File: config.mk
export PLATFORM = sky130hd
export DESIGN_NAME = ecap_unit
export DESIGN_NICKNAME = d
export VERILOG_FILES = /design/src/rtl/ecap_pkg.sv /design/src/rtl/ecap_counter.sv /design/src/rtl/ecap_filter.sv /design/src/rtl/ecap_channel.sv /design/src/rtl/ecap_unit.sv
export SDC_FILE = /design/constraint.sdc
export NUM_CORES = 1
export LEC_CHECK = 0
export ABC_AREA = 0
export BUFFER_PORTS_ARGS = -buffer_cell sky130_fd_sc_hd__buf_2
export CORE_ASPECT_RATIO = 1.25
export CORE_UTILIZATION = 59
export CTS_BUF_LIST = sky130_fd_sc_hd__clkbuf_8
export DETAILED_ROUTE_END_ITERATION = 10
export GPL_TIMING_DRIVEN = 0
export MAX_ROUTING_LAYER = met4
export PLACE_DENSITY = 0.83
export SETUP_SLACK_MARGIN = 0.2
export SYNTH_ARGS = -nofsm -noshare
export SYNTH_HDL_FRONTEND = slang
export SYNTH_HIERARCHICAL = 1
export SYNTH_SLANG_ARGS = --single-unit
File: constraint.sdc
create_clock -name clk -period 3.4 [get_ports clk]
set_clock_uncertainty 0.15 [all_clocks]
set_input_delay 0.17 -clock clk [delete_from_list [all_inputs] [get_ports clk]]
set_output_delay 0.17 -clock clk [all_outputs]
set_load 0.1 [all_outputs]
File: src/rtl/ecap_pkg.sv
// Shared definitions for the input capture unit.
// Assumes: edge selections arrive as two-bit codes matching edge_sel_e.
package ecap_pkg;
    typedef enum logic [1:0] {
        EDGE_NONE = 2'b00,
        EDGE_RISE = 2'b01,
        EDGE_FALL = 2'b10,
        EDGE_BOTH = 2'b11
    } edge_sel_e;
    localparam int NUM_CH = 2;
endpackage

File: src/rtl/ecap_counter.sv
// Free-running tick counter with a wrap indication.
// Assumes: the counter never stops; wrap_o marks the cycle holding the max value.
module ecap_counter #(
    parameter int CNT_W = 16
) (
    input  logic             clk,
    input  logic             rst_n,
    output logic [CNT_W-1:0] cnt_o,
    output logic             wrap_o
);
    localparam logic [CNT_W-1:0] CNT_MAX = '1;

    // Advance the counter every cycle.
    always_ff @(posedge clk) begin
        if (!rst_n) cnt_o <= '0;
        else        cnt_o <= cnt_o + 1'b1;
    end

    // Next edge moves max to zero.
    assign wrap_o = (cnt_o == CNT_MAX);

    assert_count_step_R1: assert property (@(posedge clk) disable iff (!rst_n)
        rst_n |=> (cnt_o == $past(cnt_o) + 1'b1));
endmodule

File: src/rtl/ecap_filter.sv
// Synchroniser plus N-sample agreement filter with edge pulses.
// Assumes: len of 0 is treated as 1; rise/fall pulse in the cycle the level is accepted.
module ecap_filter #(
    parameter int LEN_W = 4
) (
    input  logic             clk,
    input  logic             rst_n,
    input  logic             din,
    input  logic [LEN_W-1:0] len,
    output logic             lvl_o,
    output logic             rise_o,
    output logic             fall_o
);
    logic [1:0]       sync_q;
    logic [LEN_W-1:0] run_q;
    logic [LEN_W:0]   need;
    logic [LEN_W:0]   nxt_run;
    logic             differ;
    logic             accept;

    // Two-flop synchroniser for the asynchronous input.
    always_ff @(posedge clk) begin
        if (!rst_n) sync_q <= '0;
        else        sync_q <= {sync_q[0], din};
    end

    // Decide whether this sample completes the agreement run.
    always_comb begin
        need    = (len == '0) ? (LEN_W+1)'(1) : {1'b0, len};
        nxt_run = {1'b0, run_q} + (LEN_W+1)'(1);
        differ  = (sync_q[1] != lvl_o);
        accept  = differ && (nxt_run >= need);
    end

    // Track the accepted level and the count of disagreeing samples.
    always_ff @(posedge clk) begin
        if (!rst_n) begin
            lvl_o <= 1'b0;
            run_q <= '0;
        end else if (!differ) begin
            run_q <= '0;
        end else if (accept) begin
            lvl_o <= sync_q[1];
            run_q <= '0;
        end else begin
            run_q <= nxt_run[LEN_W-1:0];
        end
    end

    assign rise_o = accept &  sync_q[1];
    assign fall_o = accept & ~sync_q[1];

    assert_rise_needs_high_R2: assert property (@(posedge clk) disable iff (!rst_n)
        $rose(lvl_o) |-> $past(sync_q[1]));
    assert_fall_needs_low_R2: assert property (@(posedge clk) disable iff (!rst_n)
        $fell(lvl_o) |-> !$past(sync_q[1]));
    assert_edge_moves_level_R3: assert property (@(posedge clk) disable iff (!rst_n)
        rise_o |=> lvl_o);
endmodule

File: src/rtl/ecap_channel.sv
// One capture channel: register, flags, wrap tally and optional delta.
// Assumes: rd is a one-cycle strobe; wrap pulses in the cycle holding the counter max.
module ecap_channel
    import ecap_pkg::*;
#(
    parameter int CNT_W     = 16,
    parameter int WRAP_W    = 16,
    parameter bit HAS_DELTA = 1'b1
) (
    input  logic                    clk,
    input  logic                    rst_n,
    input  logic [1:0]              sel,
    input  logic                    rise,
    input  logic                    fall,
    input  logic [CNT_W-1:0]        cnt,
    input  logic                    wrap,
    input  logic                    rd,
    output logic [CNT_W-1:0]        cap_o,
    output logic                    flag_o,
    output logic                    ovr_o,
    output logic [WRAP_W-1:0]       wraps_o,
    output logic [CNT_W+WRAP_W-1:0] delta_o
);
    localparam int               DELTA_W  = CNT_W + WRAP_W;
    localparam logic [WRAP_W-1:0] WRAP_MAX = '1;

    edge_sel_e        mode;
    logic             hit;
    logic [WRAP_W-1:0] run_q;

    // Match the filtered edge against this channel's selection.
    always_comb begin
        mode = edge_sel_e'(sel);
        hit  = (rise && (mode == EDGE_RISE || mode == EDGE_BOTH))
            || (fall && (mode == EDGE_FALL || mode == EDGE_BOTH));
    end

    // Latch the counter on a matching edge.
    always_ff @(posedge clk) begin
        if (!rst_n)   cap_o <= '0;
        else if (hit) cap_o <= cnt;
    end

    // Maintain capture and overcapture flags against the read strobe.
    always_ff @(posedge clk) begin
        if (!rst_n) begin
            flag_o <= 1'b0;
            ovr_o  <= 1'b0;
        end else if (hit) begin
            flag_o <= 1'b1;
            ovr_o  <= rd ? 1'b0 : (ovr_o | flag_o);
        end else if (rd) begin
            flag_o <= 1'b0;
            ovr_o  <= 1'b0;
        end
    end

    // Count wraps since the last capture and publish them at each capture.
    always_ff @(posedge clk) begin
        if (!rst_n) begin
            run_q   <= '0;
            wraps_o <= '0;
        end else if (hit) begin
            wraps_o <= run_q;
            run_q   <= wrap ? WRAP_W'(1) : '0;
        end else if (wrap && run_q != WRAP_MAX) begin
            run_q <= run_q + 1'b1;
        end
    end

    generate
        if (HAS_DELTA) begin : g_delta
            // Wrap-corrected distance between consecutive captures.
            always_ff @(posedge clk) begin
                if (!rst_n)   delta_o <= '0;
                else if (hit) delta_o <= {run_q, {CNT_W{1'b0}}} + DELTA_W'(cnt) - DELTA_W'(cap_o);
            end
        end else begin : g_no_delta
            assign delta_o = '0;
        end
    endgenerate

    assert_flag_after_hit_R5: assert property (@(posedge clk) disable iff (!rst_n)
        hit |=> flag_o);
    assert_read_clears_R5: assert property (@(posedge clk) disable iff (!rst_n)
        (rd && !hit) |=> (!flag_o && !ovr_o));
    assert_ovr_implies_flag_R6: assert property (@(posedge clk) disable iff (!rst_n)
        ovr_o |-> flag_o);
    assert_cap_holds_R3: assert property (@(posedge clk) disable iff (!rst_n)
        !hit |=> $stable(cap_o));
endmodule

File: src/rtl/ecap_unit.sv
// Top: shared counter, input filter and two capture channels on one input.
// Assumes: sig_in is asynchronous; software reads pulse rd_* for one cycle.
module ecap_unit
    import ecap_pkg::*;
#(
    parameter int CNT_W     = 16,
    parameter int LEN_W     = 4,
    parameter int WRAP_W    = 16,
    parameter bit HAS_DELTA = 1'b1
) (
    input  logic                    clk,
    input  logic                    rst_n,
    input  logic                    sig_in,
    input  logic [LEN_W-1:0]        filt_len,
    input  logic [1:0]              edge_sel_a,
    input  logic [1:0]              edge_sel_b,
    input  logic                    rd_a,
    input  logic                    rd_b,
    output logic [CNT_W-1:0]        count_o,
    output logic [CNT_W-1:0]        cap_a_o,
    output logic                    flag_a_o,
    output logic                    ovr_a_o,
    output logic [WRAP_W-1:0]       wraps_a_o,
    output logic [CNT_W+WRAP_W-1:0] delta_a_o,
    output logic [CNT_W-1:0]        cap_b_o,
    output logic                    flag_b_o,
    output logic                    ovr_b_o,
    output logic [WRAP_W-1:0]       wraps_b_o,
    output logic [CNT_W+WRAP_W-1:0] delta_b_o
);
    localparam int DELTA_W = CNT_W + WRAP_W;

    logic                wrap;
    logic                lvl, rise, fall;
    logic [1:0]          sel_v   [NUM_CH];
    logic                rd_v    [NUM_CH];
    logic [CNT_W-1:0]    cap_v   [NUM_CH];
    logic                flag_v  [NUM_CH];
    logic                ovr_v   [NUM_CH];
    logic [WRAP_W-1:0]   wraps_v [NUM_CH];
    logic [DELTA_W-1:0]  delta_v [NUM_CH];

    ecap_counter #(.CNT_W(CNT_W)) u_cnt (
        .clk(clk), .rst_n(rst_n), .cnt_o(count_o), .wrap_o(wrap)
    );

    ecap_filter #(.LEN_W(LEN_W)) u_filt (
        .clk(clk), .rst_n(rst_n), .din(sig_in), .len(filt_len),
        .lvl_o(lvl), .rise_o(rise), .fall_o(fall)
    );

    // Gather per-channel controls into arrays.
    always_comb begin
        sel_v[0] = edge_sel_a;
        sel_v[1] = edge_sel_b;
        rd_v[0]  = rd_a;
        rd_v[1]  = rd_b;
    end

    generate
        for (genvar ch = 0; ch < NUM_CH; ch++) begin : g_ch
            ecap_channel #(.CNT_W(CNT_W), .WRAP_W(WRAP_W), .HAS_DELTA(HAS_DELTA)) u_ch (
                .clk(clk), .rst_n(rst_n), .sel(sel_v[ch]), .rise(rise), .fall(fall),
                .cnt(count_o), .wrap(wrap), .rd(rd_v[ch]),
                .cap_o(cap_v[ch]), .flag_o(flag_v[ch]), .ovr_o(ovr_v[ch]),
                .wraps_o(wraps_v[ch]), .delta_o(delta_v[ch])
            );
        end
    endgenerate

    assign cap_a_o   = cap_v[0];
    assign flag_a_o  = flag_v[0];
    assign ovr_a_o   = ovr_v[0];
    assign wraps_a_o = wraps_v[0];
    assign delta_a_o = delta_v[0];
    assign cap_b_o   = cap_v[1];
    assign flag_b_o  = flag_v[1];
    assign ovr_b_o   = ovr_v[1];
    assign wraps_b_o = wraps_v[1];
    assign delta_b_o = delta_v[1];

    assert_edge_exclusive_R4: assert property (@(posedge clk) disable iff (!rst_n)
        $onehot0({rise, fall}));
    assert_level_tracks_edges_R2: assert property (@(posedge clk) disable iff (!rst_n)
        (!rise && !fall) |=> $stable(lvl));
endmodule

==> reports/results.ini, run 1 <==
[power]
vdd_drop_max_uv=272
pwr_density_cell_nw_per_um2=357
power.static_leakage_nw=4.82

[worst_setup_path]
endpoint_required_time_on_the_critical_path_ns=3.64
cpPeakStageDelay_ns=0.51
timing.critical_path.fanout_max=11
cell_at_the_slowest_stage_of_the_critical_path=dfxtp_2
cp_num_buf_inv=0
critPathKind=reg -> reg
cp-start-kind=flop
path_cells=ha_1 > nand4_2 > nor3_2 > and3_2 > o21ai_1 > nor2_2 > nand3_1 > or3_1 > a21oi_1
critPathArrivalTime_ns=3.32
worst_path_dominant_cell_family=simple AND/OR/NAND/NOR gates
setup.worst_path.end_class=flop

[synthesis]
post_synth_main_area_contributors=dfxtp_1 (39%), nand2_1 (9.4%), a21oi_1 (6.8%), ha_1 (5.5%), xnor2_1 (4.2%)
seq_area_frac_synth=0.391
synth_commonest_cells=nand2_1 (241), dfxtp_1 (187), a21oi_1 (130)
synthesis.nets=1278
synth_enable_flop_cells=0
dominant_synthesized_flop_cell=dfxtp_1
synth-async-reset-ratio=0
post-synth-top-count-cell=nand2_1
synthesis.area_per_instance_um2=7.84
synth_largest_area_cell=dfxtp_1
synth.ff_latch_count=187
syn-cell-area_um2=9580
ys_types=60
yosys_warnings=6
postSynthCellCount=1221
synth_largest_type_area_fraction=0.391

[placement]
dpl.hpwl_um=19500
dpl-instance-area_um2=10600
dpl.cell_count=1593
portBuffers=160
globalplace.congestion=0.952

[sta]
finalWorstPathRequiredPeriod_ns=3.08
post-route-period-util=0.906
grt_setup_unrepaired=yes
final_hold_viol_count=0
finalMaxSlewViolations=0
max_freq_mhz=325
final_setup_fails=0
timing_worst_slew_pin_value_ns=0.804
final.setup.tns_ns=0
maxSlewHeadroom=0.459

[grt]
globalRoute.totalOverflow=0
grt_pass1_vias=8561
global_route_wire_length_before_repair_um=42200
grt_usage=0.331
grt_start_max_net_pins=18
grt_antenna_before_repair=0

[floorplan]
pin_count=161
die_y_um=144
dieArea_um2=16700
num_rows=51
chipWidth_um=116
initial_utilization=0.610
core_region_area_um2=15700

[clocking]
cts_made_buffers=17
cts-root-to-sink-buffers=2
clk_pin_slew_worst_paths_ns=0.09
clk_latency_ns=0.47
cts_tree=built
cts_sinks=187
cts-htree-levels=4
cts_root_buf=clkbuf_8

[job]
maxCapViolCount=0

[routing]
drt_pass_1_iters=6
antenna_viol_nets_final=0
vias_per_cell=5.82
wirelength_um=26900
wl_per_cell_um=16.4
remaining_drc_errors=0
detailroute.via_count=9513
first_iter_violations=862

[finish]
layout-area-overhead-vs-synth_pct=16.7
layout.cell_area.non_filler_um2=11200
nets=1466
antenna-diode-count=0
filler_cell_count=1351
fraction_of_layout_cells_with_a_size_suffix_above_1=0.184
post_layout_nonfiller_instances=1634

[outcome]
outcome=finished clean

[worst_hold_path]
worstHoldPathType=in -> reg

==> cell families after synthesis <==
family | Yosys count | synth area share
and+or+nand+nor | 497 | 0.246
AOI/OAI and AO/OA | 281 | 0.169
DFF | 187 | 0.391
buffers and inverters | 125 | 0.0547
xor gates and xnor gates | 83 | 0.0759
adders and majority gates | 44 | 0.0591
muxes | 4 | 0.00418
==> layout by cell type, fill, tap and decap left out, types with 13 or more instances in the layout <==
| cell | instances |
|---|---|
| xor2_1 | 37 |
| clkbuf_2 | 16 |
| and2_1 | 14 |
| nor2_1 | 77 |
| o21ai_0 | 68 |
| clkbuf_1 | 37 |
| buf_2 | 168 |
| clkbuf_8 | 21 |
| a21oi_1 | 128 |
| ha_1 | 42 |
| nor3_1 | 22 |
| nand3_1 | 39 |
| nand2_1 | 241 |
| nand2b_1 | 13 |
| inv_1 | 58 |
| xnor2_1 | 46 |
| dfxtp_1 | 184 |
| or3_1 | 14 |
==> state kept, by name (all words and copies together), names as in the netlist <==
register / cells
g_ch.u_ch/delta_o: 64
g_ch.u_ch/cap_o: 32
g_ch.u_ch/run_q: 32
g_ch.u_ch/wraps_o: 32
u_cnt/cnt_o: 16
u_filt/run_q: 4
g_ch.u_ch/flag_o: 2
g_ch.u_ch/ovr_o: 2
u_filt/sync_q: 2
u_filt/lvl_o: 1
==> what timing repair did <==
action | CTS | global route
pin swaps | 0 | 2
hold endpoints to repair | 13 | 0
hold buffers | 5 | 0
gates resized for setup | 9 | 29
setup buffers | 0 | 4
setup endpoints to repair | 104 | 154
==> per-layer routing <==
metal | part of all wire | wire length [um] | global-route usage
met2 | 0.47 | 12600 | 0.517
met5 | 0 | 0 | -
met1 | 0.43 | 11600 | 0.437
met4 | 0.019 | 518 | 0.118
met3 | 0.078 | 2110 | 0.0469
==> power breakdown <==
| group | leakage, nW | switching, mW | internal, mW | total (mW) |
|---|---|---|---|---|
| sequential | 1.51 | 0.0159 | 2.20 | 2.21 |
| clock | 0.205 | 0.780 | 0.655 | 1.43 |
| combinational | 3.11 | 0.227 | 0.119 | 0.346 |
==> layout make-up <==
type,count,area (um^2),share of cell area
plain buffers,69,334,0.0299
inverters,56,210,0.0188
well taps,212,265,0.0237
clock buffers,21,289,0.0259
clock inverters,11,95.1,0.00851
repair buffers,169,881,0.0788
multi-input cells,909,5350,0.479
flip-flops and latches,187,3750,0.335
==> through the flow <==
stage                     hold WS [ns]  setup WS [ns]   util  power, mW
after floorplan                 0.0993          0.248      -       2.51
after global placement           0.201         0.0501  0.678       2.59
after detailed placement         0.205        -0.0453  0.678       2.59
after CTS                      0.00987          0.184  0.707       4.00
after global routing             0.104          0.119  0.712       4.13
final                           0.0865          0.321  0.712       3.99
==> worst paths after layout <==
check / startpoint / end / slack, ns / depth (start not counted)
min: edge_sel_a[1] / g_ch[0].u_ch/run_q[0]$_SDFFE_PN0P_ / 0.09 / 5
max: u_cnt/cnt_o[1]$_SDFF_PN0_ / g_ch[1].u_ch/run_q[9]$_SDFFE_PN0P_ / 0.32 / 9
max reg2reg: u_cnt/cnt_o[1]$_SDFF_PN0_ / g_ch[1].u_ch/run_q[9]$_SDFFE_PN0P_ / 0.32 / 9
min reg2reg: u_filt/sync_q[0]$_SDFF_PN0_ / u_filt/sync_q[1]$_SDFF_PN0_ / 0.29 / 1
==> worst reg2reg max path, stage by stage (launching register included) <==
cell and delay, ns:
dfxtp_2 0.51, ha_1 0.28, nand4_2 0.20, nor3_2 0.31, and3_2 0.37, o21ai_1 0.30, nor2_2 0.27, nand3_1 0.16
or3_1 0.32, a21oi_1 0.13
Power figures use the tool's default switching activity.
==> run 2, diff against run 1 <==
--- a/config.mk
+++ b/config.mk
@@ -13,7 +13,7 @@
 export DETAILED_ROUTE_END_ITERATION = 10
 export GPL_TIMING_DRIVEN = 0
 export MAX_ROUTING_LAYER = met4
-export PLACE_DENSITY = 0.83
+export PLACE_DENSITY = 0.93
 export SETUP_SLACK_MARGIN = 0.2
 export SYNTH_ARGS = -nofsm -noshare
 export SYNTH_HDL_FRONTEND = slang
==> reports/results.ini, run 2 (synthesis results as in run 1) <==
[placement]
dpl.hpwl_um=19900  ; +2.1%
globalplace.congestion=0.974  ; +2.3%
dpl.cell_count=1593  ; unchanged
portBuffers=160  ; unchanged

[routing]
vias_per_cell=5.90  ; +1.4%
antenna_viol_nets_final=0  ; unchanged
drt_pass_1_iters=5  ; -1
first_iter_violations=955  ; +11%
wirelength_um=27400  ; +2.1%
remaining_drc_errors=0  ; unchanged
detailroute.via_count=9650  ; +1.4%
wl_per_cell_um=16.8  ; +2.0%

[worst_setup_path]
path_cells=nand4_2 > nor3_2 > and3_2 > o21ai_1 > nor2_1 > nand3_1 > or3_1 > a21oi_1
critPathKind=reg -> reg
cell_at_the_slowest_stage_of_the_critical_path=dfxtp_1
worst_path_dominant_cell_family=simple AND/OR/NAND/NOR gates
worst_r2r_path_depth=8  ; -1
critPathArrivalTime_ns=3.38  ; +0.06 ns
setup.worst_path.end_class=flop
cpPeakStageDelay_ns=0.70  ; +0.19 ns
cp-start-kind=flop
cp_num_buf_inv=0  ; unchanged
timing.critical_path.depth=8  ; -1
timing.critical_path.fanout_max=11  ; unchanged
endpoint_required_time_on_the_critical_path_ns=3.65  ; about the same

[grt]
grt_usage=0.337  ; +0.00562
global_route_wire_length_before_repair_um=42800  ; +1.4%
grt_start_max_net_pins=18  ; unchanged
globalRoute.totalOverflow=0  ; unchanged
grt_pass1_vias=8717  ; +1.8%
grt_antenna_before_repair=0  ; unchanged

[outcome]
outcome=finished clean

[power]
power.static_leakage_nw=4.81  ; -0.13%
vdd_drop_max_uv=276  ; +1.5%
pwr_density_cell_nw_per_um2=355  ; -0.56%

[clocking]
cts_sinks=187  ; unchanged
cts-htree-levels=4  ; unchanged
clk_pin_slew_worst_paths_ns=0.09  ; about the same
cts_tree=built
cts_made_buffers=17  ; unchanged
cts_root_buf=clkbuf_8
cts-root-to-sink-buffers=2  ; unchanged
clk_latency_ns=0.47  ; about the same

[sta]
maxSlewHeadroom=0.466  ; +0.00704
grt_setup_unrepaired=no
final_hold_viol_count=0  ; unchanged
final_setup_fails=0  ; unchanged
max_freq_mhz=319  ; -1.6%
timing_worst_slew_pin_value_ns=0.793  ; -0.0105 ns
finalWorstPathRequiredPeriod_ns=3.13  ; +0.0512 ns
final.setup.tns_ns=0  ; unchanged
post-route-period-util=0.921  ; +0.0151
finalMaxSlewViolations=0  ; unchanged

[finish]
nets=1468  ; +0.14%
filler_cell_count=1250  ; -7.5%
post_layout_nonfiller_instances=1635  ; +0.061%
fraction_of_layout_cells_with_a_size_suffix_above_1=0.181  ; -0.00294
most-common-layout-cells=nand2_1 (241), dfxtp_1 (184), buf_2 (168)
layout-area-overhead-vs-synth_pct=16.9
mostFrequentLayoutCell=nand2_1
antenna-diode-count=0  ; unchanged
registers.top_by_ff_count=g_ch.u_ch/delta_o
largest_register_ffs=64  ; unchanged

[floorplan]
die_y_um=144  ; unchanged
initial_utilization=0.610  ; unchanged
dieArea_um2=16700  ; unchanged
chipWidth_um=116  ; unchanged
num_rows=51  ; unchanged
pin_count=161  ; unchanged
core_region_area_um2=15700  ; unchanged

[job]
maxCapViolCount=0  ; unchanged

[worst_hold_path]
timing.hold.worst_path_depth=5  ; unchanged
worstHoldPathType=in -> reg

[run 2: cell count changes in the layout (fill, tap and decap cells not counted), moves of 2 or more]
cell	delta
a211oi_2	-2
clkinvlp_4	+3
a211oi_4	+2
clkinv_4	-2
clkbuf_1	+2
clkbuf_2	-2
[run 2: metrics by stage]
step	power [mW]	util	setup WS, ns	hold slack, ns	cell area, um^2
4_1_cts	3.98	0.706	0.206	0.0460	11100
5_1_grt	4.10	0.713	0.158	0.0618	11200
3_5_place_dp	2.60	0.678	-0.160	0.202	10600
3_3_place_gp	2.59	0.678	-0.0522	0.200	10600
2_1_floorplan	2.51	-	0.248	0.0993	9580
6_report	3.98	0.713	0.270	0.0697	11200
[run 2: repair_timing]
item | in CTS | in global routing
pin swaps | 0 | 2
hold buffers | 5 | 0
endpoints found under the hold margin | 13 | 0
gates resized for setup | 8 | 26
endpoints found under the setup margin | 111 | 155
buffers inserted | 0 | 6
[run 2: power by group]
group	total, mW	switching, mW	internal [mW]
logic	0.357	0.237	0.120
clock network	1.41	0.776	0.629
registers	2.21	0.0161	2.20
total	3.98	1.03	2.95
[run 2: tightest hold or removal path, stage by stage]
cell      delay (ns)
buf_2           0.11
a22oi_2         0.07
buf_12          0.15
nor2_1          0.09
a211oi_1        0.05
[run 2: cell type report]
type | count | area [um^2] | share of cell area
Timing Repair Buffer | 171 | 908 | 0.0812
Multi-Input combinational cell | 909 | 5350 | 0.478
Inverter | 56 | 210 | 0.0188
Tap cell | 212 | 265 | 0.0237
Clock inverter | 11 | 96.3 | 0.00861
Buffer | 69 | 332 | 0.0296
Clock buffer | 20 | 275 | 0.0246
Sequential cell | 187 | 3750 | 0.335
[run 2: worst paths after layout]
path,from,to,slack [ns]
max,u_cnt/cnt_o[2]$_SDFF_PN0_,g_ch[0].u_ch/run_q[9]$_SDFFE_PN0P_,0.27
min,edge_sel_b[1],g_ch[1].u_ch/run_q[0]$_SDFFE_PN0P_,0.07
max reg2reg,u_cnt/cnt_o[2]$_SDFF_PN0_,g_ch[0].u_ch/run_q[9]$_SDFFE_PN0P_,0.27
min reg2reg,g_ch[1].u_ch/delta_o[2]$_SDFFE_PN0N_,g_ch[1].u_ch/delta_o[2]$_SDFFE_PN0N_,0.30
[run 2: layer usage]
metal,track usage,share of wire
met3,0.0486,0.080
met4,0.160,0.030
met1,0.430,0.42
met5,-,0
met2,0.523,0.47
